$ cat src/rtl/ser_asm_pkg.sv
package ser_asm_pkg;

    // Storage width of one slice
    localparam int SLICE_W  = 9;
    localparam int CNT_W    = 4;

    typedef logic [SLICE_W-1:0] slice_word_t;
    typedef logic [CNT_W-1:0]   bit_pos_t;

    typedef enum logic [1:0] {
        PH_IDLE  = 2'd0,   // waiting for capture enable
        PH_SHIFT = 2'd1,   // collecting bits
        PH_HOLD  = 2'd2    // slice complete, waiting for word restart
    } slice_phase_e;

    // Position of the bit that closes a slice
    function automatic bit_pos_t close_pos(input logic nine_bit);
        return nine_bit ? bit_pos_t'(8) : bit_pos_t'(7);
    endfunction

    // Position of the bit-8 and bit-9 markers
    localparam bit_pos_t TAP8_POS = bit_pos_t'(7);
    localparam bit_pos_t TAP9_POS = bit_pos_t'(8);

endpackage

$ cat src/rtl/ser_slice.sv
module ser_slice
    import ser_asm_pkg::*;
#(
    parameter bit FIRST = 1'b0
) (
    input  logic        clk,
    input  logic        rst,
    input  logic        ser_in,
    input  logic        cas_en,
    input  logic        len_sel,
    input  logic        restart,
    output logic        tap8,
    output logic        tap9,
    output logic        tap_sel,
    output logic        done_now,
    output slice_word_t word_nxt
);

    slice_phase_e phase_q;
    bit_pos_t     cnt_q;
    slice_word_t  word_q;
    logic         tap8_q;
    logic         tap9_q;

    logic     start;
    logic     capture;
    bit_pos_t pos;

    // A restart edge begins a new word: only the first slice may start on it
    always_comb begin
        if (restart) begin
            start = FIRST && cas_en;
        end else begin
            start = (phase_q == PH_IDLE) && cas_en;
        end
        capture = start || ((phase_q == PH_SHIFT) && !restart);
        pos     = start ? '0 : cnt_q;
    end

    always_comb begin
        word_nxt = start ? '0 : word_q;
        if (capture) begin
            word_nxt[pos] = ser_in;
        end
        done_now = capture && (pos == close_pos(len_sel));
    end

    always_ff @(posedge clk) begin
        if (rst) begin
            phase_q <= PH_IDLE;
            cnt_q   <= '0;
            word_q  <= '0;
            tap8_q  <= 1'b0;
            tap9_q  <= 1'b0;
        end else begin
            if (restart) begin
                tap8_q <= 1'b0;
                tap9_q <= 1'b0;
            end
            if (capture) begin
                word_q  <= word_nxt;
                cnt_q   <= pos + bit_pos_t'(1);
                phase_q <= done_now ? PH_HOLD : PH_SHIFT;
                if (pos == TAP8_POS) tap8_q <= 1'b1;
                if (pos == TAP9_POS) tap9_q <= 1'b1;
            end else if (restart) begin
                phase_q <= PH_IDLE;
                cnt_q   <= '0;
            end
        end
    end

    assign tap8    = tap8_q;
    assign tap9    = tap9_q;
    assign tap_sel = len_sel ? tap9_q : tap8_q;

    // the bit-9 marker only rises once the bit-8 marker is already up
    assert_tap_order_R4: assert property (@(posedge clk) disable iff (rst)
        $rose(tap9_q) |-> tap8_q);

    // a restart edge leaves both markers low
    assert_restart_clears_R3: assert property (@(posedge clk) disable iff (rst)
        restart |=> (!tap8_q && !tap9_q));

endmodule

$ cat src/rtl/ser_wr_port.sv
module ser_wr_port
    import ser_asm_pkg::*;
#(
    parameter int SLICES = 2
) (
    input  logic                        clk,
    input  logic                        rst,
    input  logic                        word_done,
    input  logic                        full_in,
    input  logic [SLICES*SLICE_W-1:0]   word_in,
    output logic                        wr_req,
    output logic [SLICES*SLICE_W-1:0]   wr_data
);

    always_ff @(posedge clk) begin
        if (rst) begin
            wr_req  <= 1'b0;
            wr_data <= '0;
        end else begin
            wr_req <= word_done && !full_in;
            if (word_done && !full_in) begin
                wr_data <= word_in;
            end
        end
    end

    // a request never lasts two cycles
    assert_wr_single_R7: assert property (@(posedge clk) disable iff (rst)
        wr_req |=> !wr_req);

endmodule

$ cat src/rtl/ser_word_asm.sv
module ser_word_asm
    import ser_asm_pkg::*;
#(
    parameter int SLICES = 2
) (
    input  logic                        clk,
    input  logic                        rst,
    input  logic                        ser_in,
    input  logic                        cas_in,
    input  logic                        len_sel,
    input  logic                        full_in,
    output logic [SLICES-1:0]           tap8_o,
    output logic [SLICES-1:0]           tap9_o,
    output logic                        wr_req_o,
    output logic [SLICES*SLICE_W-1:0]   wr_data_o
);

    localparam int WORD_W = SLICES * SLICE_W;

    logic [SLICES-1:0] tap_sel;
    logic [SLICES-1:0] done_vec;
    logic [SLICES-1:0] cas_vec;
    logic [WORD_W-1:0] word_nxt;
    logic              end_tap;

    assign end_tap = tap_sel[SLICES-1];

    for (genvar k = 0; k < SLICES; k++) begin : g_slice
        slice_word_t w;

        if (k == 0) begin : g_head
            assign cas_vec[k] = cas_in;
        end else begin : g_chain
            assign cas_vec[k] = tap_sel[k-1];

            // a later slice reaches its bit-8 marker only after its predecessor closed
            assert_cascade_order_R6: assert property (@(posedge clk) disable iff (rst)
                $rose(tap8_o[k]) |-> tap_sel[k-1]);
        end

        ser_slice #(.FIRST(k == 0)) i_slice (
            .clk      (clk),
            .rst      (rst),
            .ser_in   (ser_in),
            .cas_en   (cas_vec[k]),
            .len_sel  (len_sel),
            .restart  (end_tap),
            .tap8     (tap8_o[k]),
            .tap9     (tap9_o[k]),
            .tap_sel  (tap_sel[k]),
            .done_now (done_vec[k]),
            .word_nxt (w)
        );

        assign word_nxt[k*SLICE_W +: SLICE_W] = w;
    end

    ser_wr_port #(.SLICES(SLICES)) i_wr (
        .clk       (clk),
        .rst       (rst),
        .word_done (done_vec[SLICES-1]),
        .full_in   (full_in),
        .word_in   (word_nxt),
        .wr_req    (wr_req_o),
        .wr_data   (wr_data_o)
    );

    // at most one slice closes on any edge
    assert_one_closer_R6: assert property (@(posedge clk) disable iff (rst)
        $onehot0(done_vec));

    // a request coincides with the rise of the last slice's closing marker
    assert_wr_at_end_R7: assert property (@(posedge clk) disable iff (rst)
        wr_req_o |-> $rose(end_tap));

    // a word completing under full is not written
    assert_full_drop_R8: assert property (@(posedge clk) disable iff (rst)
        ($rose(end_tap) && $past(full_in)) |-> !wr_req_o);

    // the cycle after reset shows no markers and no request
    assert_reset_quiet_R2: assert property (@(posedge clk)
        $past(rst) |-> (tap8_o == '0 && tap9_o == '0 && !wr_req_o));

endmodule

$ cat config.mk
export PLATFORM = sky130hd
export DESIGN_NAME = ser_word_asm
export DESIGN_NICKNAME = d
export VERILOG_FILES = /design/src/rtl/ser_asm_pkg.sv /design/src/rtl/ser_slice.sv /design/src/rtl/ser_wr_port.sv /design/src/rtl/ser_word_asm.sv
export SDC_FILE = /design/constraint.sdc
export NUM_CORES = 1
export LEC_CHECK = 0
export BUFFER_PORTS_ARGS = -buffer_cell sky130_fd_sc_hd__buf_2
export CAP_MARGIN = 15
export CORE_MARGIN = 1.5
export CORE_UTILIZATION = 30
export DETAILED_ROUTE_END_ITERATION = 16
export PLACE_DENSITY = 0.51
export RECOVER_POWER = 50
export SYNTH_ARGS = -nofsm -noshare
export SYNTH_HDL_FRONTEND = slang
export SYNTH_HIERARCHICAL = 1
export SYNTH_SLANG_ARGS = --single-unit
$ cat constraint.sdc
create_clock -name clk -period 2.2 [get_ports clk]
set_input_delay 0.22 -clock clk [delete_from_list [all_inputs] [get_ports clk]]
set_output_delay 0.22 -clock clk [all_outputs]
set_load 0.01 [all_outputs]
; ---- After elaboration in Yosys (flattened, before gate mapping)
; Cells that the tools add are included.
[totals]
reg_bits = 53
input_bits = 6
out_inout_bits = 23
elab_cells = 80
[op_classes]
add_sub_neg = 2
order_cmp = 4
n_eq_ne = 8
n_mux = 37
reduce_logical = 17
[ops]
columns = operator, n
row1 = $mux W9, 4
row2 = $mux W4, 6
row3 = $bwmux W9, 2
row4 = $mux W1, 18
row5 = $lt A4 B5 Y1 const B, 2
row6 = $mux W2, 5
row7 = $logic_and A1 B1 Y1, 9
row8 = $add A4 B1 Y4 const B, 2
row9 = $demux W1 S4, 2
row10 = $eq A4 B3 Y1 const B, 2
row11 = $eq A4 B4 Y1, 2
row12 = $eq A4 B4 Y1 const B, 2
row13 = $ge A4 B1 Y1 const B, 2
row14 = $eq A2 B1 Y1 const B, 2
row15 = $logic_not A2 Y1, 2
row16 = $reduce_bool A2 Y1, 2
row17 = $logic_not A1 Y1, 2
row18 = $logic_or A1 B1 Y1, 2

; ---- Depth between registers and ports, before layout
; Gate-level depths: netlist of run 1.
[depth]
word_depth = 10
depth_mapped = 11
mapped_depth_nobuf = 10

; ---- Hierarchy
; Netlist of run 1, hierarchy kept.
[by_module_without_submodules]
columns = module, instances, cells_each, area_each_um2, seq_area_each_um2
row1 = ser_slice at g_slice[1].i_slice, 1, 119, 1054.8, 340.3
row2 = ser_slice at g_slice[0].i_slice, 1, 121, 997.2, 340.3
row3 = ser_wr_port, 1, 82, 882.1, 380.4

; ---- Least setup slack after synthesis of run 1
; No wires, ideal clock.
[synth_timing]
kind = reg2reg
start = register g_slice[1].i_slice.tap8_q
end = register i_wr.wr_data[1]
setup_time_ps = 74
t_arrival_ps = 2349
required_time_ps = 2126
path_slack_ps = -223
stages_incl_launch_ff = 12
path_buffers = 1
period_less_slack_ps = 2423
cell_sequence = dfxtp_1 > mux2_2 > buf_6 > o21ai_2 > nand2_1 > inv_1 > ha_1 > nand2_1 > a211oi_1 > a32o_1 > or4bb_1 > o21ai_0
[synth_via]
elab_chain_len = 9
elab_cells_between_ends = 21
classes_between = order compare (2) / eq/ne (1) / mux (10) / reduce/logical (8)
[synth_lines]
columns = element, line
row1 = "start, declared", ser_slice.sv:22  ; logic tap8_q;
row2 = "start signal, assigned", ser_slice.sv:53  ; tap8_q <= 1'b0;
row3 = "start signal, assigned", ser_slice.sv:57  ; tap8_q <= 1'b0;
row4 = "start signal, assigned", ser_slice.sv:64  ; if (pos == TAP8_POS) tap8_q <= 1'b1;
row5 = $mux W1 *, ser_slice.sv:75  ; assign tap_sel = len_sel ? tap9_q : tap8_q;
row6 = via end_tap, ser_word_asm.sv:24  ; logic end_tap;
row7 = $mux W1, ser_slice.sv:31  ; if (restart) begin
row8 = $mux W4, ser_slice.sv:37  ; pos = start ? '0 : cnt_q;
row9 = $lt A4 B5 Y1 (not written as such) or $ge A4 B1 Y1 (tied branches), ser_slice.sv:43  ; word_nxt[pos] = ser_in;
row10 = $logic_and A1 B1 Y1 (not written as such), ser_slice.sv:43
row11 = $mux W1 (not written as such), ser_slice.sv:43
row12 = $demux W1 S4, n/a
row13 = $bwmux W9, ser_slice.sv:43
row14 = $mux W9 *, ser_slice.sv:42  ; if (capture) begin
row15 = via g_slice[0].w[1], ser_word_asm.sv:29  ; slice_word_t w;
row16 = "end signal, assigned", ser_wr_port.sv:22  ; wr_data <= word_in;
row17 = "end, declared", ser_wr_port.sv:12  ; output logic [SLICES*SLICE_W-1:0] wr_data
; The timed path passes the listed nets; every way through them passes the cells marked *.
; A chain may end at the register's enable or synchronous reset.

; ---- Final worst setup path of run 1
[layout_timing]
start = register g_slice[1].i_slice.tap9_q
end = register i_wr.wr_data[14]
[layout_via]
elab_chain_len = 9
elab_cells_between_ends = 17
classes_between = order compare (2) / eq/ne (1) / mux (8) / reduce/logical (6)
[layout_lines]
columns = element, line
row1 = "start, declared", ser_slice.sv:23  ; logic tap9_q;
row2 = "start signal, assigned", ser_slice.sv:54  ; tap9_q <= 1'b0;
row3 = "start signal, assigned", ser_slice.sv:58  ; tap9_q <= 1'b0;
row4 = "start signal, assigned", ser_slice.sv:65  ; if (pos == TAP9_POS) tap9_q <= 1'b1;
row5 = $mux W1 *, ser_slice.sv:75
row6 = via end_tap, ser_word_asm.sv:24
row7 = $mux W1, ser_slice.sv:31
row8 = $mux W4, ser_slice.sv:37
row9 = $lt A4 B5 Y1 (not written as such) or $ge A4 B1 Y1 (tied branches), ser_slice.sv:43
row10 = $logic_and A1 B1 Y1 (not written as such), ser_slice.sv:43
row11 = $mux W1 (not written as such), ser_slice.sv:43
row12 = $demux W1 S4, n/a
row13 = $bwmux W9, ser_slice.sv:43
row14 = $mux W9 *, ser_slice.sv:42
row15 = via g_slice[1].w[5], ser_word_asm.sv:29
; Marks and branches as above.

==> summary.md, run 1 <==
| Metric | Value |
|---|---|
| DR pass1 iterations | `4` |
| Worst VDD drop | `0.000212 V` |
| Starting Density | `31.3%` |
| Post-Syn Instances | `321` |
| Max_cap viols | `0` |
| Hpwl dp | `5070 microns` |
| Met2 GRT Util | `24.3%` |
| Vias/cell | `4.94` |
| Drc violations | `0` |
| Highest clock rate | `468 MHz` |
| Leakage | `0.00140 uW` |
| Num ports | `29` |
| Core area | `9370 sq um` |
| Routed wire per std cell | `14.4 microns` |
| Non-Filler Instances | `503` |
| Synth warnings | `6` |
| Placed inst area | `3430 sq um` |
| Starting DRT DRC Count | `100` |
| Share of layout cells above drive strength 1 | `28.6%` |
| CP Class | `reg2reg` |
| GR Overflow Total | `0` |
| Pwr/cell area | `477 nW/um^2` |
| Global-route wire length before repair | `11600 microns` |
| H-tree levels | `2` |
| Via Count | `2486` |
| Die X | `102 microns` |
| Diodes inserted | `0` |
| Vias in the first global route | `2325` |
| Final Cycle Share | `97.2%` |
| Largest net degree at the start of global routing | `61` |
| Worst path required time | `2450 ps` |
| Slowest cell on crit path | `or3b_4` |
| Max clock buf depth | `2` |
| Met3 Use GR | `3.01%` |
| Clk sinks | `53` |
| Reg2reg setup slack | `60 ps` |
| Root buf cell | `clkbuf_8` |
| Total Wirelength | `7240 microns` |
| Pwr Total | `1720 uW` |
| Met1 usage | `18.3%` |
| Final hold slack | `245 ps` |
| Crit path capture type | `flop` |
| Clock tree from TritonCTS | `yes` |
| Die area | `10400 sq um` |
| RSZ-0062 raised after global routing | `true` |
| Cts hold-fix bufs | `0` |
| Placer Congestion | `0.800` |
| Total GRT Usage | `14.1%` |
| Final Hold Viols | `0` |
| Worst Clk Skew | `5.23 ps` |
| Row Count | `35` |
| Slew HR | `68.2%` |
| Synthesized area per cell | `9.12 sq um` |
| Setup-failing EPs final | `0` |
| P&R area growth vs syn | `23.1%` |
| Final net count | `383` |
| Slew Limit Fails | `0` |
| Clock-pin slew on the worst setup and hold paths | `100 ps` |
| I/O Buffers | `28` |
| Die extent in y | `102 microns` |
| Startpoint types | `flop` |
| Clock Latency Late Sink | `310 ps` |
| Area of the mapped netlist | `2930 sq um` |
| GR peak layer | `met2` |
| Final Instance Area | `3600 sq um` |
| Num CTS Buffers | `5` |
| Status | `finished clean` |
| Placed Cells | `489` |
| Worst min path class | `in2reg` |
| CP cell instances | `mux2_4 > or3b_4 > nor4b_4 > mux2i_1 > or4bb_1 > o21ai_1` |
| Syn nets | `331` |
| Data arrival, critical path | `2390 ps` |
| Min Tclk post-route | `2140 ps` |
| Worst-margin pin slew | `463 ps` |
| Largest fanout on the critical path | `4` |
| Slowest cell delay on critical path | `420 ps` |
| DRT antenna net count | `0` |
| Antenna violations before repair | `0` |
state kept, by name (all words and copies together) (netlist names):
register / flops
g_slice.i_slice/cnt_q: 8
g_slice.i_slice/phase_q: 4
g_slice.i_slice/tap8: 2
g_slice.i_slice/tap9: 2
g_slice.i_slice/word_q: 18
i_wr/wr_data: 18
i_wr/wr_req: 1
cells in the final DEF (no fill, tap or decap), types with 11 or more instances in the layout:
cell type / instances
nor2_1: 13
buf_4: 36
nand4bb_1: 12
nand2_1: 24
mux2i_1: 14
dfxtp_1: 51
a21oi_1: 14
buf_2: 18
nand2b_1: 20
nand3_1: 16
clkbuf_1: 11
metal layers:
metal / wire [microns] / share of wire (%)
met5: 0 / 0
met1: 3410 / 47
met4: 24 / 0.33
met3: 216 / 3.0
met2: 3590 / 50
final cells by class:
cell class	instances	area [sq um]
multi-input cells	234	1790
well taps	129	161
flip-flops and latches	53	1060
clock inverters	3	21.3
inverters	11	43.8
clock buffers	5	68.8
fillers	1001	5770
repair buffers	68	453
report_power, final:
part,internal [uW],switching (uW),total [uW],leakage (uW)
Sequential,967,7.81,974,0.000429
Clock,227,344,570,0.0000445
Combinational,78.9,96.8,176,0.000928
worst max-delay path: cells and delay by family, from the launching register on:
kind | cells | cell delay, ps
muxes | 2 | 490
AOI/OAI and AO/OA | 1 | 80
DFF | 1 | 340
and+or+nand+nor | 3 | 1150
per-stage QoR:
| stage | TNS (ps) | util, % | setup slack (ps) |
|---|---|---|---|
| after global placement | -21.6 | 36.6 | -11.2 |
| after detailed placement | -119 | 36.6 | -27.6 |
| after floorplan | 0 | - | 7.61 |
| after global routing | -115 | 38.5 | -38.7 |
| after CTS | 0 | 37.6 | 6.11 |
| final | 0 | 38.5 | 62.5 |
repair_timing:
item	CTS	global route
resized for setup	0	17
buffers inserted	0	5
setup endpoints to repair	0	16
path summary, 6_finish.rpt:
kind / from / endpoint / cells after the start
worst max-delay path: g_slice[1].i_slice/tap9 / i_wr/wr_data[14] / 6
worst min-delay path: rst / g_slice[1].i_slice/cnt_q[3] / 2
worst max register to register: g_slice[1].i_slice/tap9 / i_wr/wr_data[14] / 6
worst min register to register: g_slice[1].i_slice/word_q[0] / g_slice[1].i_slice/word_q[0] / 2
Power figures use the tool's default switching activity.
==> inputs of run 2 (changes only) <==
--- a/config.mk
+++ b/config.mk
@@ -10,7 +10,7 @@
 export CORE_MARGIN = 1.5
 export CORE_UTILIZATION = 30
 export DETAILED_ROUTE_END_ITERATION = 16
-export PLACE_DENSITY = 0.51
+export PLACE_DENSITY = 0.49
 export RECOVER_POWER = 50
 export SYNTH_ARGS = -nofsm -noshare
 export SYNTH_HDL_FRONTEND = slang
==> constraint.sdc (replaced) <==
create_clock -name clk -period 2.7 [get_ports clk]
set_input_delay 0.27 -clock clk [delete_from_list [all_inputs] [get_ports clk]]
set_output_delay 0.27 -clock clk [all_outputs]
set_load 0.01 [all_outputs]
==> summary.md, run 2 (synthesized netlist as in run 1, its figures left out) <==
| Metric | Value |
|---|---|
| Clk sinks | `53 (unchanged)` |
| Most frequent cells in the layout | `dfxtp_1, clkbuf_1, nand2_1 (was dfxtp_1, buf_4, nand2_1)` |
| Die X | `102 microns (unchanged)` |
| DR pass1 iterations | `4 (unchanged)` |
| Vias in the first global route | `2357 (was 2325)` |
| Clock tree from TritonCTS | `yes (unchanged)` |
| Slowest cell on crit path | `nor3b_2 (was or3b_4)` |
| Min Tclk post-route | `2430 ps (was 2140 ps)` |
| RSZ-0062 raised after global routing | `false (was true)` |
| Leakage | `0.00114 uW (was 0.00140 uW)` |
| Clock-pin slew on the worst setup and hold paths | `100 ps (about the same)` |
| Vias/cell | `5.10 (was 4.94)` |
| Clock Latency Late Sink | `310 ps (about the same)` |
| I/O Buffers | `28 (unchanged)` |
| Largest net degree at the start of global routing | `32 (was 61)` |
| Hpwl dp | `4910 microns (was 5070 microns)` |
| Cts hold-fix bufs | `0 (unchanged)` |
| Sequential share of power | `58.1% (was 56.6%)` |
| Resize count post-CTS | `0 (unchanged)` |
| H-tree levels | `2 (unchanged)` |
| P&R area growth vs syn | `10.0% (was 23.1%)` |
| Max_cap viols | `0 (unchanged)` |
| Crit path capture type | `flop (unchanged)` |
| Num ports | `29 (unchanged)` |
| Worst-margin pin slew | `512 ps (was 463 ps)` |
| Most common cell after layout, fill and taps aside | `dfxtp_1 (unchanged)` |
| Status | `finished clean (unchanged)` |
| Core area | `9370 sq um (unchanged)` |
| # Post-CTS Setup Buffers | `0 (unchanged)` |
| Antenna violations before repair | `0 (unchanged)` |
| CP cell instances | `mux2_2 > clkbuf_1 > nor3b_2 > clkbuf_1 > a31oi_1 > mux2_1 > nand4bb_1 > o21ai_2 (was mux2_4 > or3b_4 > nor4b_4 > mux2i_1 > or4bb_1 > o21ai_1)` |
| Slew Limit Fails | `0 (unchanged)` |
| Die area | `10400 sq um (unchanged)` |
| GR Overflow Total | `0 (unchanged)` |
| Starting DRT DRC Count | `82 (was 100)` |
| Starting Density | `31.3% (unchanged)` |
| Switch Pwr | `357 uW (was 448 uW)` |
| Setup-failing EPs final | `0 (unchanged)` |
| Worst path required time | `2920 ps (was 2450 ps)` |
| Sw frac | `26.1% (about the same)` |
| Via Count | `2417 (was 2486)` |
| Final hold slack | `311 ps (was 245 ps)` |
| Diodes inserted | `0 (unchanged)` |
| P_int | `1010 uW (was 1270 uW)` |
| Share of layout cells above drive strength 1 | `11.6% (was 28.6%)` |
| Total Wirelength | `7010 microns (was 7240 microns)` |
| Num CTS Buffers | `5 (unchanged)` |
| Startpoint types | `flop (unchanged)` |
| Worst min path class | `in2reg (unchanged)` |
| Root buf cell | `clkbuf_8 (unchanged)` |
| Die extent in y | `102 microns (unchanged)` |
| Slew HR | `65.9% (was 68.2%)` |
| Row Count | `35 (unchanged)` |
| Final Cycle Share | `90.1% (was 97.2%)` |
| Slowest cell delay on critical path | `420 ps (about the same)` |
| Top Registers | `g_slice.i_slice/word_q x18, i_wr/wr_data x18, g_slice.i_slice/cnt_q x8 (unchanged)` |
| FILL cells | `1042 (was 1001)` |
| Routed wire per std cell | `14.8 microns (was 14.4 microns)` |
| Dpl ws | `159 ps (was -27.6 ps)` |
| Worst VDD drop | `0.000210 V (was 0.000212 V)` |
| Min setup slack post-route | `267 ps (was 62.5 ps)` |
| Power share of the clock group | `34.2% (was 33.2%)` |
| Total negative slack | `0 ps (unchanged)` |
| Comb pwr share | `7.7% (was 10.2%)` |
| Final Hold Viols | `0 (unchanged)` |
| Most used cell, CP | `clkbuf_1` |
| Global-route wire length before repair | `11600 microns (about the same)` |
| Data arrival, critical path | `2650 ps (was 2390 ps)` |
| DRT antenna net count | `0 (unchanged)` |
| Placer Congestion | `0.798 (was 0.800)` |
| Worst Clk Skew | `5.49 ps (was 5.23 ps)` |
| Highest clock rate | `411 MHz (was 468 MHz)` |
| Max clock buf depth | `2 (unchanged)` |
| Drc violations | `0 (unchanged)` |
| Total GRT Usage | `14.0% (was 14.1%)` |
| Pwr/cell area | `425 nW/um^2 (was 477 nW/um^2)` |
| CP Class | `reg2reg (unchanged)` |
| Final net count | `354 (was 383)` |
| Largest fanout on the critical path | `8 (was 4)` |
run 2: critical path: cells and delay by family, from the launching register on:
| kind | cells | cell delay [ps] |
|---|---|---|
| AO/OA/AOI/OAI | 2 | 260 |
| buffers and inverters | 2 | 530 |
| flip-flops | 1 | 340 |
| multiplexers | 2 | 670 |
| AND/OR/NAND/NOR | 2 | 540 |
run 2: layout make-up:
type | instances | area, sq um | share of cell area [%]
multi-input combinational | 234 | 1690 | 52.5
sequential | 53 | 1060 | 32.9
timing repair buffer | 39 | 179 | 5.55
tap | 129 | 161 | 5.01
clock buffer | 6 | 72.6 | 2.25
inverter | 11 | 41.3 | 1.28
clock inverter | 2 | 15.0 | 0.466
run 2: metrics by stage:
step	instance area, sq um	util (%)	std cells	power (uW)
floorplan	2930	-	321	884
global placement	3180	33.9	466	919
detailed placement	3180	33.9	466	918
CTS	3270	34.9	474	1390
global route	3220	34.4	474	1440
finish	3220	34.4	474	1370
run 2: power by group through the flow:
stage	Combinational (uW)	Clock, uW	Sequential, uW
2_1_floorplan	73.9	0	810
3_3_place_gp	106	0	814
3_5_place_dp	105	0	813
4_1_cts	106	490	795
5_1_grt	118	528	797
6_report	105	469	795
run 2: path summary, 6_finish.rpt:
check,from,slack (ps),cells after the start,to
min,cas_in,310,3,g_slice[0].i_slice/phase_q[0]
min reg2reg,g_slice[1].i_slice/word_q[0],470,2,g_slice[1].i_slice/word_q[0]
max,g_slice[1].i_slice/tap9,270,8,i_wr/wr_data[9]
max reg2reg,g_slice[1].i_slice/tap9,270,8,i_wr/wr_data[9]
run 2: layer usage:
metal | GRT usage, % | routed length (microns)
met1 | 17.9 | 3330
met2 | 24.6 | 3430
met4 | 3.37 | 55
met3 | 2.53 | 199
met5 | 0 | 0
